$ cat config.mk
export PLATFORM = sky130hd
export DESIGN_NAME = i2c_reg_target
export DESIGN_NICKNAME = d
export VERILOG_FILES = /design/src/rtl/i2c_tgt_pkg.sv /design/src/rtl/i2c_tgt_sync.sv /design/src/rtl/i2c_tgt_cond.sv /design/src/rtl/i2c_tgt_fsm.sv /design/src/rtl/i2c_reg_target.sv
export SDC_FILE = /design/constraint.sdc
export NUM_CORES = 1
export LEC_CHECK = 0
export BUFFER_PORTS_ARGS = -buffer_cell sky130_fd_sc_hd__clkbuf_2
export CAP_MARGIN = 10
export CELL_PAD_IN_SITES_DETAIL_PLACEMENT = 1
export CELL_PAD_IN_SITES_GLOBAL_PLACEMENT = 2
export CORE_AREA = 2 2 89 91
export DETAILED_ROUTE_END_ITERATION = 8
export DIE_AREA = 0 0 91 93
export PLACE_DENSITY = 0.64
export SYNTH_ARGS = -nofsm -noshare
export SYNTH_HDL_FRONTEND = slang
export SYNTH_SLANG_ARGS = --single-unit
$ cat constraint.sdc
create_clock -name clk -period 6.03 [get_ports clk]
set_input_delay 0.9045 -clock clk [delete_from_list [all_inputs] [get_ports clk]]
set_output_delay 0.9045 -clock clk [all_outputs]
set_load 0.01 [all_outputs]
$ cat src/rtl/i2c_tgt_pkg.sv
package i2c_tgt_pkg;

    localparam int BYTE_W = 8;
    localparam int CNT_W  = $clog2(BYTE_W + 1);

    typedef enum logic [3:0] {
        S_IDLE,
        S_ADDR,
        S_ADDR_ACK,
        S_PTR,
        S_PTR_ACK,
        S_WDATA,
        S_WDATA_ACK,
        S_RDATA,
        S_RD_ACK,
        S_IGNORE
    } tgt_state_e;

    // States in which the target samples a byte from the controller
    function automatic logic is_rx(tgt_state_e s);
        return (s == S_ADDR) || (s == S_PTR) || (s == S_WDATA);
    endfunction

    // States in which the target holds SDA low for an acknowledge
    function automatic logic is_ack(tgt_state_e s);
        return (s == S_ADDR_ACK) || (s == S_PTR_ACK) || (s == S_WDATA_ACK);
    endfunction

endpackage

$ cat src/rtl/i2c_tgt_sync.sv
module i2c_tgt_sync #(
    parameter int W      = 2,
    parameter int STAGES = 2
) (
    input  logic         clk,
    input  logic         rst_n,
    input  logic [W-1:0] d,
    output logic [W-1:0] q
);

    logic [STAGES-1:0][W-1:0] stg;

    // Idle bus lines are high, so reset to ones
    always_ff @(posedge clk or negedge rst_n) begin
        if (!rst_n) begin
            stg <= '1;
        end else begin
            stg <= {stg[STAGES-2:0], d};
        end
    end

    assign q = stg[STAGES-1];

endmodule

$ cat src/rtl/i2c_tgt_cond.sv
module i2c_tgt_cond (
    input  logic clk,
    input  logic rst_n,
    input  logic scl_s,
    input  logic sda_s,
    output logic scl_rise,
    output logic scl_fall,
    output logic start_det,
    output logic stop_det
);

    logic scl_q;
    logic sda_q;

    always_ff @(posedge clk or negedge rst_n) begin
        if (!rst_n) begin
            scl_q <= 1'b1;
            sda_q <= 1'b1;
        end else begin
            scl_q <= scl_s;
            sda_q <= sda_s;
        end
    end

    assign scl_rise  = scl_s & ~scl_q;
    assign scl_fall  = ~scl_s & scl_q;
    // SDA edges are only conditions while SCL stays high across both samples
    assign start_det = scl_s & scl_q & sda_q & ~sda_s;
    assign stop_det  = scl_s & scl_q & ~sda_q & sda_s;

endmodule

$ cat src/rtl/i2c_tgt_fsm.sv
module i2c_tgt_fsm
    import i2c_tgt_pkg::*;
#(
    parameter logic [6:0] DEV_ADDR = 7'h5A,
    parameter int         REG_AW   = 8
) (
    input  logic              clk,
    input  logic              rst_n,
    input  logic              scl_rise,
    input  logic              scl_fall,
    input  logic              start_det,
    input  logic              stop_det,
    input  logic              sda_s,
    input  logic [BYTE_W-1:0] reg_rdata,
    output logic              sda_oe,
    output logic [REG_AW-1:0] reg_addr,
    output logic [BYTE_W-1:0] reg_wdata,
    output logic              reg_we
);

    localparam logic [CNT_W-1:0] LAST_BIT = CNT_W'(BYTE_W);

    tgt_state_e        st;
    tgt_state_e        nxt;
    logic [CNT_W-1:0]  bit_cnt;
    logic [BYTE_W-1:0] shreg;
    logic [REG_AW-1:0] ptr;
    logic [BYTE_W-1:0] wdata_q;
    logic              we_q;
    logic              rw_q;
    logic              host_ack_q;
    logic              byte_end;
    logic              addr_hit;

    assign byte_end = scl_fall && (bit_cnt == LAST_BIT);
    assign addr_hit = (shreg[BYTE_W-1:1] == DEV_ADDR);

    // State register
    always_ff @(posedge clk or negedge rst_n) begin
        if (!rst_n) begin
            st <= S_IDLE;
        end else begin
            st <= nxt;
        end
    end

    // Next-state logic: bus conditions override every byte phase
    always_comb begin
        nxt = st;
        if (stop_det) begin
            nxt = S_IDLE;
        end else if (start_det) begin
            nxt = S_ADDR;
        end else begin
            unique case (st)
                S_IDLE:      nxt = S_IDLE;
                S_ADDR:      if (byte_end) nxt = addr_hit ? S_ADDR_ACK : S_IGNORE;
                S_ADDR_ACK:  if (scl_fall) nxt = rw_q ? S_RDATA : S_PTR;
                S_PTR:       if (byte_end) nxt = S_PTR_ACK;
                S_PTR_ACK:   if (scl_fall) nxt = S_WDATA;
                S_WDATA:     if (byte_end) nxt = S_WDATA_ACK;
                S_WDATA_ACK: if (scl_fall) nxt = S_WDATA;
                S_RDATA:     if (byte_end) nxt = S_RD_ACK;
                S_RD_ACK:    if (scl_fall) nxt = host_ack_q ? S_RDATA : S_IGNORE;
                S_IGNORE:    nxt = S_IGNORE;
            endcase
        end
    end

    // Datapath: bit counter, shifter, pointer and write port registers
    always_ff @(posedge clk or negedge rst_n) begin
        if (!rst_n) begin
            bit_cnt    <= '0;
            shreg      <= '0;
            ptr        <= '0;
            wdata_q    <= '0;
            we_q       <= 1'b0;
            rw_q       <= 1'b0;
            host_ack_q <= 1'b0;
        end else begin
            we_q <= 1'b0;
            if (we_q) begin
                ptr <= ptr + 1'b1;
            end

            if (start_det || stop_det || (nxt != st)) begin
                bit_cnt <= '0;
            end else if (scl_rise && (is_rx(st) || (st == S_RDATA))) begin
                bit_cnt <= bit_cnt + 1'b1;
            end

            if ((nxt == S_RDATA) && (st != S_RDATA)) begin
                shreg <= reg_rdata;
            end else if (scl_rise && is_rx(st)) begin
                shreg <= {shreg[BYTE_W-2:0], sda_s};
            end else if (scl_fall && (st == S_RDATA) && (bit_cnt != LAST_BIT)) begin
                shreg <= {shreg[BYTE_W-2:0], 1'b0};
            end

            if ((st == S_ADDR) && (nxt == S_ADDR_ACK)) begin
                rw_q <= shreg[0];
            end
            if ((st == S_PTR) && (nxt == S_PTR_ACK)) begin
                ptr <= shreg[REG_AW-1:0];
            end
            if ((st == S_WDATA) && (nxt == S_WDATA_ACK)) begin
                we_q    <= 1'b1;
                wdata_q <= shreg;
            end
            if ((st == S_RDATA) && (nxt == S_RD_ACK)) begin
                ptr <= ptr + 1'b1;
            end
            if ((st == S_RD_ACK) && scl_rise) begin
                host_ack_q <= ~sda_s;
            end
        end
    end

    // Outputs
    always_comb begin
        sda_oe = 1'b0;
        unique case (st)
            S_ADDR_ACK, S_PTR_ACK, S_WDATA_ACK: sda_oe = 1'b1;
            S_RDATA:                            sda_oe = ~shreg[BYTE_W-1];
            default:                            sda_oe = 1'b0;
        endcase
    end

    assign reg_addr  = ptr;
    assign reg_wdata = wdata_q;
    assign reg_we    = we_q;

endmodule

$ cat src/rtl/i2c_reg_target.sv
module i2c_reg_target
    import i2c_tgt_pkg::*;
#(
    parameter logic [6:0] DEV_ADDR    = 7'h5A,
    parameter int         REG_AW      = 8,
    parameter int         SYNC_STAGES = 2
) (
    input  logic              clk,
    input  logic              rst_n,
    input  logic              scl_i,
    input  logic              sda_i,
    input  logic [BYTE_W-1:0] reg_rdata,
    output logic              sda_oe,
    output logic [REG_AW-1:0] reg_addr,
    output logic [BYTE_W-1:0] reg_wdata,
    output logic              reg_we
);

    logic scl_s;
    logic sda_s;
    logic scl_rise;
    logic scl_fall;
    logic start_det;
    logic stop_det;

    i2c_tgt_sync #(
        .W      (2),
        .STAGES (SYNC_STAGES)
    ) u_sync (
        .clk   (clk),
        .rst_n (rst_n),
        .d     ({scl_i, sda_i}),
        .q     ({scl_s, sda_s})
    );

    i2c_tgt_cond u_cond (
        .clk       (clk),
        .rst_n     (rst_n),
        .scl_s     (scl_s),
        .sda_s     (sda_s),
        .scl_rise  (scl_rise),
        .scl_fall  (scl_fall),
        .start_det (start_det),
        .stop_det  (stop_det)
    );

    i2c_tgt_fsm #(
        .DEV_ADDR (DEV_ADDR),
        .REG_AW   (REG_AW)
    ) u_fsm (
        .clk       (clk),
        .rst_n     (rst_n),
        .scl_rise  (scl_rise),
        .scl_fall  (scl_fall),
        .start_det (start_det),
        .stop_det  (stop_det),
        .sda_s     (sda_s),
        .reg_rdata (reg_rdata),
        .sda_oe    (sda_oe),
        .reg_addr  (reg_addr),
        .reg_wdata (reg_wdata),
        .reg_we    (reg_we)
    );

endmodule

---- Word-level counts from Yosys, hierarchy flattened ----
Cells that the tools add are included.
word-level totals
  register bits ........................... 41
operators by class
  reductions and logical operators ........ 22
  add/subtract/negate cells ............... 2
  multiplexer cells ....................... 23
  bitwise gates (word level) .............. 12
  equal/unequal tests ..................... 19
operators with widths
  kind                                                              count
  4-bit 2-to-1 mux                                                  13
  8-bit 2-to-1 mux                                                  6
  4-bit one-hot mux with 9 select lines                             1
  4-bit by 3-bit == test with 1-bit output (second input constant)  7
  4-bit == test (second input constant)                             4
  4-bit by 2-bit == test with 1-bit output (second input constant)  3
  1-bit logical AND                                                 11
  8-bit by 1-bit adder with 8-bit output (second input constant)    1
  1-bit bitwise AND                                                 7
  7-bit == test (second input constant)                             1
  3-bit nonzero test                                                2
  1-bit logical OR                                                  5
  1-bit inverter                                                    5
  4-bit by 1-bit adder with 4-bit output (second input constant)    1
  4-bit by 1-bit == test with 1-bit output (second input constant)  1
  4-bit logical NOT                                                 1
  4-bit by 3-bit != test with 1-bit output (second input constant)  1
  4-bit != test                                                     1
  4-bit != test (second input constant)                             1
  3-bit 2-to-1 mux                                                  1
  3-bit OR reduction                                                1
  1-bit one-hot mux with 2 select lines                             1
  2-bit nonzero test                                                1
  2-bit OR reduction                                                1
  1-bit 2-to-1 mux                                                  1

---- Logic depth before layout (Yosys ltp) ----
Gate-level depths: netlist of run 1.
  depth in word-level cells ............... 11
  gate-level depth with buffers ........... 9

---- Modules after synthesis ----
Synthesis of run 1 repeated with hierarchy kept, for this count alone.
unflattened totals
  cells, all modules ...................... 203
  area total of the unflattened synthesis .. 2,123.3 um^2
modules (own cells, without submodules)
  module        area each (um^2)  cells an instance  instances
  i2c_tgt_fsm   1,918.1           191                1
  i2c_tgt_sync  120.1             6                  1
  i2c_tgt_cond  85.1              6                  1

---- Least setup slack after synthesis of run 1 ----
Ideal clock, no wire load.
  path type ............................... register to register
  start ................................... register u_fsm.bit_cnt[0]
  end ..................................... register u_fsm.wdata_q[0], in the netlist u_fsm.reg_wdata[0]
  period minus slack after synthesis ...... 1.886 ns
  buffers on the path ..................... 1
  arrival time ............................ 1.762 ns
  setup time .............................. 0.125 ns
  cell stages (with the launch flop) ...... 9
  data required time ...................... 5.905 ns
  path slack .............................. 4.144 ns
  path through ............................ dfrtp_1 inv_1 ha_1 and3b_1 clkbuf_1 and3_1 and2_1 nand2_2 mux2_2
on the way
  cells in the longest elaborated chain, start to end .. 8
  elaborated cells on any way between the ends .. 11
  classes of those cells .................. eq/ne: 2; mux: 7; reduce/logical: 2
ends and longest elaborated chain
  item                                        RTL line            source
  start, declared                             i2c_tgt_fsm.sv:25   logic [CNT_W-1:0] bit_cnt;
  start signal, assigned                      i2c_tgt_fsm.sv:89   bit_cnt <= bit_cnt + 1'b1;
  4-bit == test *                             i2c_tgt_fsm.sv:35   assign byte_end = scl_fall && (bit_cnt == LAST_BIT);
  1-bit logical AND *                         i2c_tgt_fsm.sv:35
  4-bit 2-to-1 mux, on equally long branches  n/a
  4-bit one-hot mux with 9 select lines *     i2c_tgt_fsm.sv:55   unique case (st)
  4-bit 2-to-1 mux *                          i2c_tgt_fsm.sv:52   end else if (start_det) begin
  4-bit 2-to-1 mux *                          i2c_tgt_fsm.sv:50   if (stop_det) begin
  4-bit by 3-bit == test with 1-bit output *  i2c_tgt_fsm.sv:106  if ((st == S_WDATA) && (nxt == S_WDATA_ACK)) begin
  1-bit logical AND *                         i2c_tgt_fsm.sv:106
  end signal, assigned                        i2c_tgt_fsm.sv:108  wdata_q <= shreg;
  end, declared                               i2c_tgt_fsm.sv:28   logic [BYTE_W-1:0] wdata_q;
Every way passes the cells marked *; elsewhere a longest branch is shown, timed or not.
A chain may end at the register's enable or synchronous reset.

---- Worst setup path after layout of run 1 ----
  start ................................... register u_cond.scl_q
  end ..................................... register u_fsm.ptr[6], in the netlist u_fsm.reg_addr[6]
on the way
  cells in the longest elaborated chain, start to end .. 10
  elaborated cells on any way between the ends .. 24
  classes of those cells .................. eq/ne: 2; mux: 12; bitwise: 6; reduce/logical: 4
ends and longest elaborated chain
  item                                        RTL line            source
  start, declared                             i2c_tgt_cond.sv:12  logic scl_q;
  start signal, assigned                      i2c_tgt_cond.sv:20  scl_q <= scl_s;
  1-bit bitwise AND                           i2c_tgt_cond.sv:26  assign scl_fall = ~scl_s & scl_q;
  1-bit logical AND                           i2c_tgt_fsm.sv:35
  4-bit 2-to-1 mux, on equally long branches  n/a
  4-bit one-hot mux with 9 select lines       i2c_tgt_fsm.sv:55
  4-bit 2-to-1 mux                            i2c_tgt_fsm.sv:52
  4-bit 2-to-1 mux *                          i2c_tgt_fsm.sv:50
  4-bit by 3-bit == test with 1-bit output    i2c_tgt_fsm.sv:103  if ((st == S_PTR) && (nxt == S_PTR_ACK)) begin
  1-bit logical AND                           i2c_tgt_fsm.sv:103
  8-bit 2-to-1 mux                            i2c_tgt_fsm.sv:103
  8-bit 2-to-1 mux                            i2c_tgt_fsm.sv:110  if ((st == S_RDATA) && (nxt == S_RD_ACK)) begin
  end signal, assigned                        i2c_tgt_fsm.sv:83   ptr <= ptr + 1'b1;
  end signal, assigned                        i2c_tgt_fsm.sv:104  ptr <= shreg[REG_AW-1:0];
  end signal, assigned                        i2c_tgt_fsm.sv:111  ptr <= ptr + 1'b1;
  end, declared                               i2c_tgt_fsm.sv:27   logic [REG_AW-1:0] ptr;
Marks and branches as above.

==> summary.md, run 1 <==
| Metric | Value |
|---|---|
| Critical Path, Cell by Cell | `nor2b_1 -> nand4_1 -> nor2_1 -> a31oi_1 -> o22a_1` |
| Aggregate global-route resource usage | `14.1%` |
| Layout cells sized above 1 | `24.6%` |
| Width of the die | `91 microns` |
| Fin. Hold Viols | `0` |
| Syn Nets | `235` |
| Leak Pwr | `1.14 nW` |
| Syn-to-layout area delta | `15.9%` |
| Crit end category | `flop` |
| CP required | `6.21 ns` |
| Final Instance Area | `2570 sq um` |
| Worst setup SP type | `flop` |
| Synth Flop Type | `dfrtp_1` |
| Clk root buf | `clkbuf_8` |
| Commonest non-fill, non-tap cell in the layout | `dfrtp_1` |
| Initial Utilization | `29.4%` |
| Register area share after synthesis | `46.7%` |
| Worst Hold Launch | `u_sync.stg[1]$_DFF_PN1_` |
| Status | `finished clean` |
| Top cells by area, synth | `dfrtp_1 (40%), dfstp_2 (7.1%), mux2_2 (4.6%)` |
| PortBufs | `29` |
| Syn Area/Cell | `10.1 sq um` |
| Cts hold-fix bufs | `0` |
| WS Path Type | `reg2reg` |
| First-pass GRT wire length | `9570 microns` |
| Warnings from Yosys | `0` |
| Peak VDD IR | `0.000134 V` |
| CTS Sinks | `41` |
| Slew @ Worst Pin | `1.07 ns` |
| # H-tree levels | `2` |
| DR iter-0 viols | `47` |
| Unique masters post-synth | `49` |
| Ant. Diodes | `0` |
| Worst r2r dst | `u_fsm.reg_addr[6]$_DFFE_PN0P_` |
| CP max stage delay | `0.79 ns` |
| Cts repair resizes | `0` |
| Fmax | `0.387 GHz` |
| Hold_ws | `0.359 ns` |
| Post-CTS setup buffers | `0` |
| Vias in the first global route | `1801` |
| Number of enable flip-flop cells after synthesis | `0` |
| IO Pins | `30` |
| Max_slew headroom | `27.8%` |
| Hold-critical path depth | `0` |
| Die height | `93 microns` |
| Arrival time worst endpoint | `2.76 ns` |
| Avg WL per Cell | `16.3 microns` |
| Clk_lat worst skew | `0.29 ns` |
| Most frequent cells in the layout | `dfrtp_1 (35), clkbuf_2 (29), nand2_1 (15), a21oi_1 (15), nor2_1 (15)` |
| Routed WL | `5710 microns` |
| Worst Reg-to-Reg Cells | `5` |
| Pre-antenna DRT Iters | `4` |
| Critical path peak fanout | `21` |
| DRC viols | `0` |
| Post-detail-place hpwl | `4170 microns` |
| GPL Wtd Cong | `0.787` |
| Post-Syn Area | `2210 sq um` |
| Worst clock skew | `0.0103 ns` |
| TritonCTS clock tree | `built` |
| Total CTS buffers | `5` |
| GR Overflow Total | `0` |
| CTS Buffer Depth | `2` |
| Initial antenna violation count | `0` |
| Max Cap Violations | `0` |
| Max-slew violation total from the final report | `0` |
| Hold endpoint | `u_sync.q[1]$_DFF_PN1_` |
| Core region area | `7530 sq um` |
| Worst flop-to-flop path startpoint | `u_cond.scl_q$_DFF_PN1_` |
| Die footprint | `8460 sq um` |
| CP max stage cell | `nand4_1` |
| Final Critical Period | `2.58 ns` |
| Synth area leader | `dfrtp_1` |
| Endpoints failing setup | `0` |
| Reg2Reg Setup Slack | `3.45 ns` |
| Yosys reg bits | `41` |
| Fin crit share | `42.8%` |
| Instance area after placement | `2450 sq um` |
| Syn Inst Count | `220` |
| PD cells | `293 nW/um^2` |
| Nets@finish | `262` |
| Vias per cell | `5.13` |
| Rows | `32` |
| Setup TNS | `0 ns` |
| Largest net degree at the start of global routing | `42` |
| Worst min path class | `reg2reg` |
| ANT nets after route | `0` |
| Worst-path clk slew | `0.08 ns` |
| Area fraction of the dominant cell type after synthesis | `39.5%` |
| FFs w/ async S/R, synth | `100%` |
| RSZ-0062 raised after global routing | `no` |
| Vias post-DR | `1796` |
-- where the power goes --
part	internal, mW	leakage [nW]	total, mW	switching, mW
registers	0.313	0.514	0.379	0.0664
clock network	0.124	0.0554	0.224	0.0999
logic	0.0731	0.567	0.149	0.0754
total	0.511	1.14	0.752	0.242
-- worst max-delay path by stage --
stage                                 startpoint                             end  slack (ns)  cells after the start
finish                    u_cond.scl_q$_DFF_PN1_   u_fsm.reg_addr[6]$_DFFE_PN0P_        3.45                      5
global route              u_cond.scl_q$_DFF_PN1_   u_fsm.reg_addr[7]$_DFFE_PN0P_        3.09                      5
CTS                       u_cond.scl_q$_DFF_PN1_   u_fsm.reg_addr[6]$_DFFE_PN0P_        3.44                      5
detailed placement        u_cond.scl_q$_DFF_PN1_   u_fsm.reg_addr[6]$_DFFE_PN0P_        3.48                      5
global placement          u_cond.scl_q$_DFF_PN1_   u_fsm.reg_addr[6]$_DFFE_PN0P_        3.59                      5
floorplan           u_fsm.bit_cnt[0]$_DFFE_PN0P_  u_fsm.reg_wdata[0]$_DFFE_PN0P_        4.14                      8
-- cell families after synthesis --
| logic type | after synthesis | share of synthesized area, % |
|---|---|---|
| AOI/OAI and AO/OA | 64 | 20.6 |
| xor gates and xnor gates | 5 | 1.98 |
| adders and majority gates | 3 | 1.70 |
| buffers and inverters | 16 | 2.82 |
| DFF | 41 | 46.7 |
| muxes | 11 | 5.48 |
| and+or+nand+nor | 80 | 20.7 |
-- routing by layer --
layer / wire length, microns / global-route usage [%] / vias to the layer above / part of all wire (%)
met5: 0 / 0 / - / 0
met4: 50 / 2.65 / 0 / 0.88
met3: 169 / 3.06 / 4 / 3.0
met2: 2610 / 22.4 / 25 / 46
met1: 2880 / 20.1 / 903 / 51
li1: - / - / 864 / -
-- sequential cells by signal, indices dropped and copies added (netlist names), 2 cells and up --
name,flops
u_sync.q,2
u_fsm.bit_cnt,4
u_fsm.reg_wdata,8
u_fsm.shreg,8
u_sync.stg,2
u_fsm.st,4
u_fsm.reg_addr,8
-- worst max-delay path, delay by kind of cell (launching register included) --
| kind | cells | cell delay, ns |
|---|---|---|
| compound gates | 2 | 0.30 |
| flops | 1 | 0.60 |
| simple gates | 3 | 1.57 |
-- layout make-up --
cell class	count	area [sq um]
clock buffers	6	72.6
clock inverters	2	38.8
fillers	899	4960
inverters	6	22.5
multi-input cells	163	1120
flip-flops and latches	41	1030
well taps	102	128
repair buffers	30	153
-- Yosys cell counts, drive strengths merged, types with 3 or more instances --
| cell | instances |
|---|---|
| dfstp | 6 |
| inv | 6 |
| dfrtp | 35 |
| clkbuf | 8 |
| o21a | 9 |
| a31oi | 6 |
| ha | 3 |
| and3 | 5 |
| nand3b | 3 |
| o22a | 10 |
| o21ai | 11 |
| nor2b | 5 |
| a21oi | 15 |
| nand4 | 5 |
| nor2 | 15 |
| nand2b | 3 |
| nor3b | 3 |
| xnor2 | 4 |
| mux2 | 9 |
| a2bb2oi | 3 |
| nand3 | 9 |
| nand2 | 16 |
-- through the flow --
stage / std cells / setup WS (ns) / utilization, % / total power, mW
final: 350 / 3.45 / 34.1 / 0.752
after global routing: 350 / 3.09 / 34.1 / 0.799
after CTS: 350 / 3.44 / 34.1 / 0.764
after detailed placement: 342 / 3.48 / 32.6 / 0.535
after global placement: 342 / 3.59 / 32.6 / 0.535
after floorplan: 220 / 4.14 / - / 0.475
Power figures use the tool's default switching activity.
==> inputs of run 2 (changes only) <==
--- a/config.mk
+++ b/config.mk
@@ -12,7 +12,7 @@
 export CORE_AREA = 2 2 89 91
 export DETAILED_ROUTE_END_ITERATION = 8
 export DIE_AREA = 0 0 91 93
-export PLACE_DENSITY = 0.64
+export PLACE_DENSITY = 0.67
 export SYNTH_ARGS = -nofsm -noshare
 export SYNTH_HDL_FRONTEND = slang
 export SYNTH_SLANG_ARGS = --single-unit
==> constraint.sdc (replaced) <==
create_clock -name clk -period 2.1 [get_ports clk]
set_input_delay 0.315 -clock clk [delete_from_list [all_inputs] [get_ports clk]]
set_output_delay 0.315 -clock clk [all_outputs]
set_load 0.01 [all_outputs]
==> summary.md, run 2 (synthesized netlist as in run 1, its figures left out) <==
| Metric | Value |
|---|---|
| Max Cap Violations | `0` |
| Die height | `93 microns` |
| Rows | `32` |
| DR iter-0 viols | `84` |
| CP required | `2.28 ns` |
| Vias post-DR | `1836` |
| Commonest non-fill, non-tap cell in the layout | `dfrtp_1` |
| Endpoints failing setup | `0` |
| Aggregate global-route resource usage | `14.6%` |
| Arrival time worst endpoint | `2.14 ns` |
| Crit end category | `flop` |
| Max-slew violation total from the final report | `0` |
| Post-CTS setup buffers | `0` |
| Fmax | `0.510 GHz` |
| Worst min path class | `in2async` |
| Fill count | `892` |
| Critical path peak fanout | `9` |
| RSZ-0062 raised after global routing | `no` |
| Routed WL | `5830 microns` |
| Worst r2r dst | `u_fsm.reg_wdata[5]$_DFFE_PN0P_` |
| Clk root buf | `clkbuf_8` |
| CP max stage delay | `0.39 ns` |
| Ant. Diodes | `0` |
| WS Path Type | `reg2reg` |
| # H-tree levels | `2` |
| Cts hold-fix bufs | `0` |
| Vias per cell | `5.06` |
| Vias in the first global route | `1846` |
| Reg2Reg Setup Slack | `0.14 ns` |
| Pre-antenna DRT Iters | `4` |
| PortBufs | `29` |
| Final Instance Area | `2660 sq um` |
| Setup TNS | `0 ns` |
| GR Overflow Total | `0` |
| Layout cells sized above 1 | `29.1%` |
| GPL Wtd Cong | `0.760` |
| Leak Pwr | `1.21 nW` |
| Die footprint | `8460 sq um` |
| Avg WL per Cell | `16.1 microns` |
| CTS Buffer Depth | `2` |
| Initial Utilization | `29.4%` |
| Instance area after placement | `2550 sq um` |
| Core region area | `7530 sq um` |
| Critical Path, Cell by Cell | `inv_1 -> ha_1 -> and3b_2 -> and3_1 -> and2_1 -> nand2_4 -> mux2_2` |
| CP max stage cell | `dfrtp_1` |
| Worst flop-to-flop path startpoint | `u_fsm.bit_cnt[0]$_DFFE_PN0P_` |
| Clk_lat worst skew | `0.29 ns` |
| DRC viols | `0` |
| Slew @ Worst Pin | `0.549 ns` |
| Initial antenna violation count | `0` |
| Final Critical Period | `1.96 ns` |
| Largest net degree at the start of global routing | `42` |
| Worst setup SP type | `flop` |
| Worst clock skew | `0.00667 ns` |
| Post-detail-place hpwl | `4270 microns` |
| Worst-path clk slew | `0.08 ns` |
| Bufs and invs on worst path | `1` |
| ANT nets after route | `0` |
| CP delay by family, top | `simple AND/OR/NAND/NOR gates` |
| IO Pins | `30` |
| Worst Reg-to-Reg Cells | `7` |
| Peak VDD IR | `0.000333 V` |
| PD cells | `806 nW/um^2` |
| Max_slew headroom | `63.4%` |
| Syn-to-layout area delta | `20.3%` |
| TritonCTS clock tree | `built` |
| Width of the die | `91 microns` |
| Most frequent cells in the layout | `dfrtp_1 (35), clkbuf_2 (29), nand2_1 (15), a21oi_1 (15), nor2_1 (15)` |
| CTS Sinks | `41` |
| Total CTS buffers | `5` |
| Status | `finished clean` |
| Nets@finish | `275` |
| First-pass GRT wire length | `9820 microns` |
| Fin crit share | `93.4%` |
| Fin. Hold Viols | `0` |
run 2: timing repair:
item,4_1_cts,5_1_grt
hold endpoints to repair,0,0
gates resized for setup,0,2
setup endpoints to repair,0,8
run 2: how the worst max path moves through the flow:
stage,endpoint,slack (ns),from,cells past startpoint
floorplan,u_fsm.reg_wdata[0]$_DFFE_PN0P_,0.21,u_fsm.bit_cnt[0]$_DFFE_PN0P_,8
global placement,u_fsm.reg_wdata[4]$_DFFE_PN0P_,0.15,u_fsm.bit_cnt[0]$_DFFE_PN0P_,7
detailed placement,u_fsm.reg_wdata[7]$_DFFE_PN0P_,0.07,u_fsm.bit_cnt[0]$_DFFE_PN0P_,7
CTS,u_fsm.reg_wdata[7]$_DFFE_PN0P_,0.06,u_fsm.bit_cnt[0]$_DFFE_PN0P_,7
global route,u_fsm.reg_wdata[7]$_DFFE_PN0P_,0.04,u_fsm.bit_cnt[0]$_DFFE_PN0P_,7
finish,u_fsm.reg_wdata[5]$_DFFE_PN0P_,0.14,u_fsm.bit_cnt[0]$_DFFE_PN0P_,7
run 2: report_power, final:
part	leakage (nW)	internal, mW	switching, mW
registers	0.514	0.899	0.167
logic	0.644	0.235	0.250
clock network	0.0549	0.304	0.291
run 2: cell type report:
type	count	area [sq um]	area share, %
Clock inverter	1	8.76	0.329
Sequential cell	41	1030	38.8
Clock buffer	7	96.3	3.62
Tap cell	102	128	4.79
Timing Repair Buffer	43	250	9.39
Multi-Input combinational cell	163	1120	42.2
Inverter	6	22.5	0.845
run 2: metrics by stage:
stage	instances	setup slack, ns	total power, mW	util (%)	hold slack, ns
after floorplan	220	0.214	1.36	-	0.0194
after global placement	355	0.148	1.55	33.9	0.348
after detailed placement	355	0.0695	1.56	33.9	0.347
after CTS	363	0.0567	2.18	35.3	0.0826
after global routing	363	0.0405	2.29	35.4	0.0776
final	363	0.139	2.15	35.4	0.0804
run 2: per-layer routing:
layer	vias to the layer above	part of all wire, %	global-route usage [%]
li1	888	-	-
met1	920	51	21.3
met2	23	46	22.3
met3	5	2.3	2.50
met4	0	0.98	4.17
met5	-	0	0
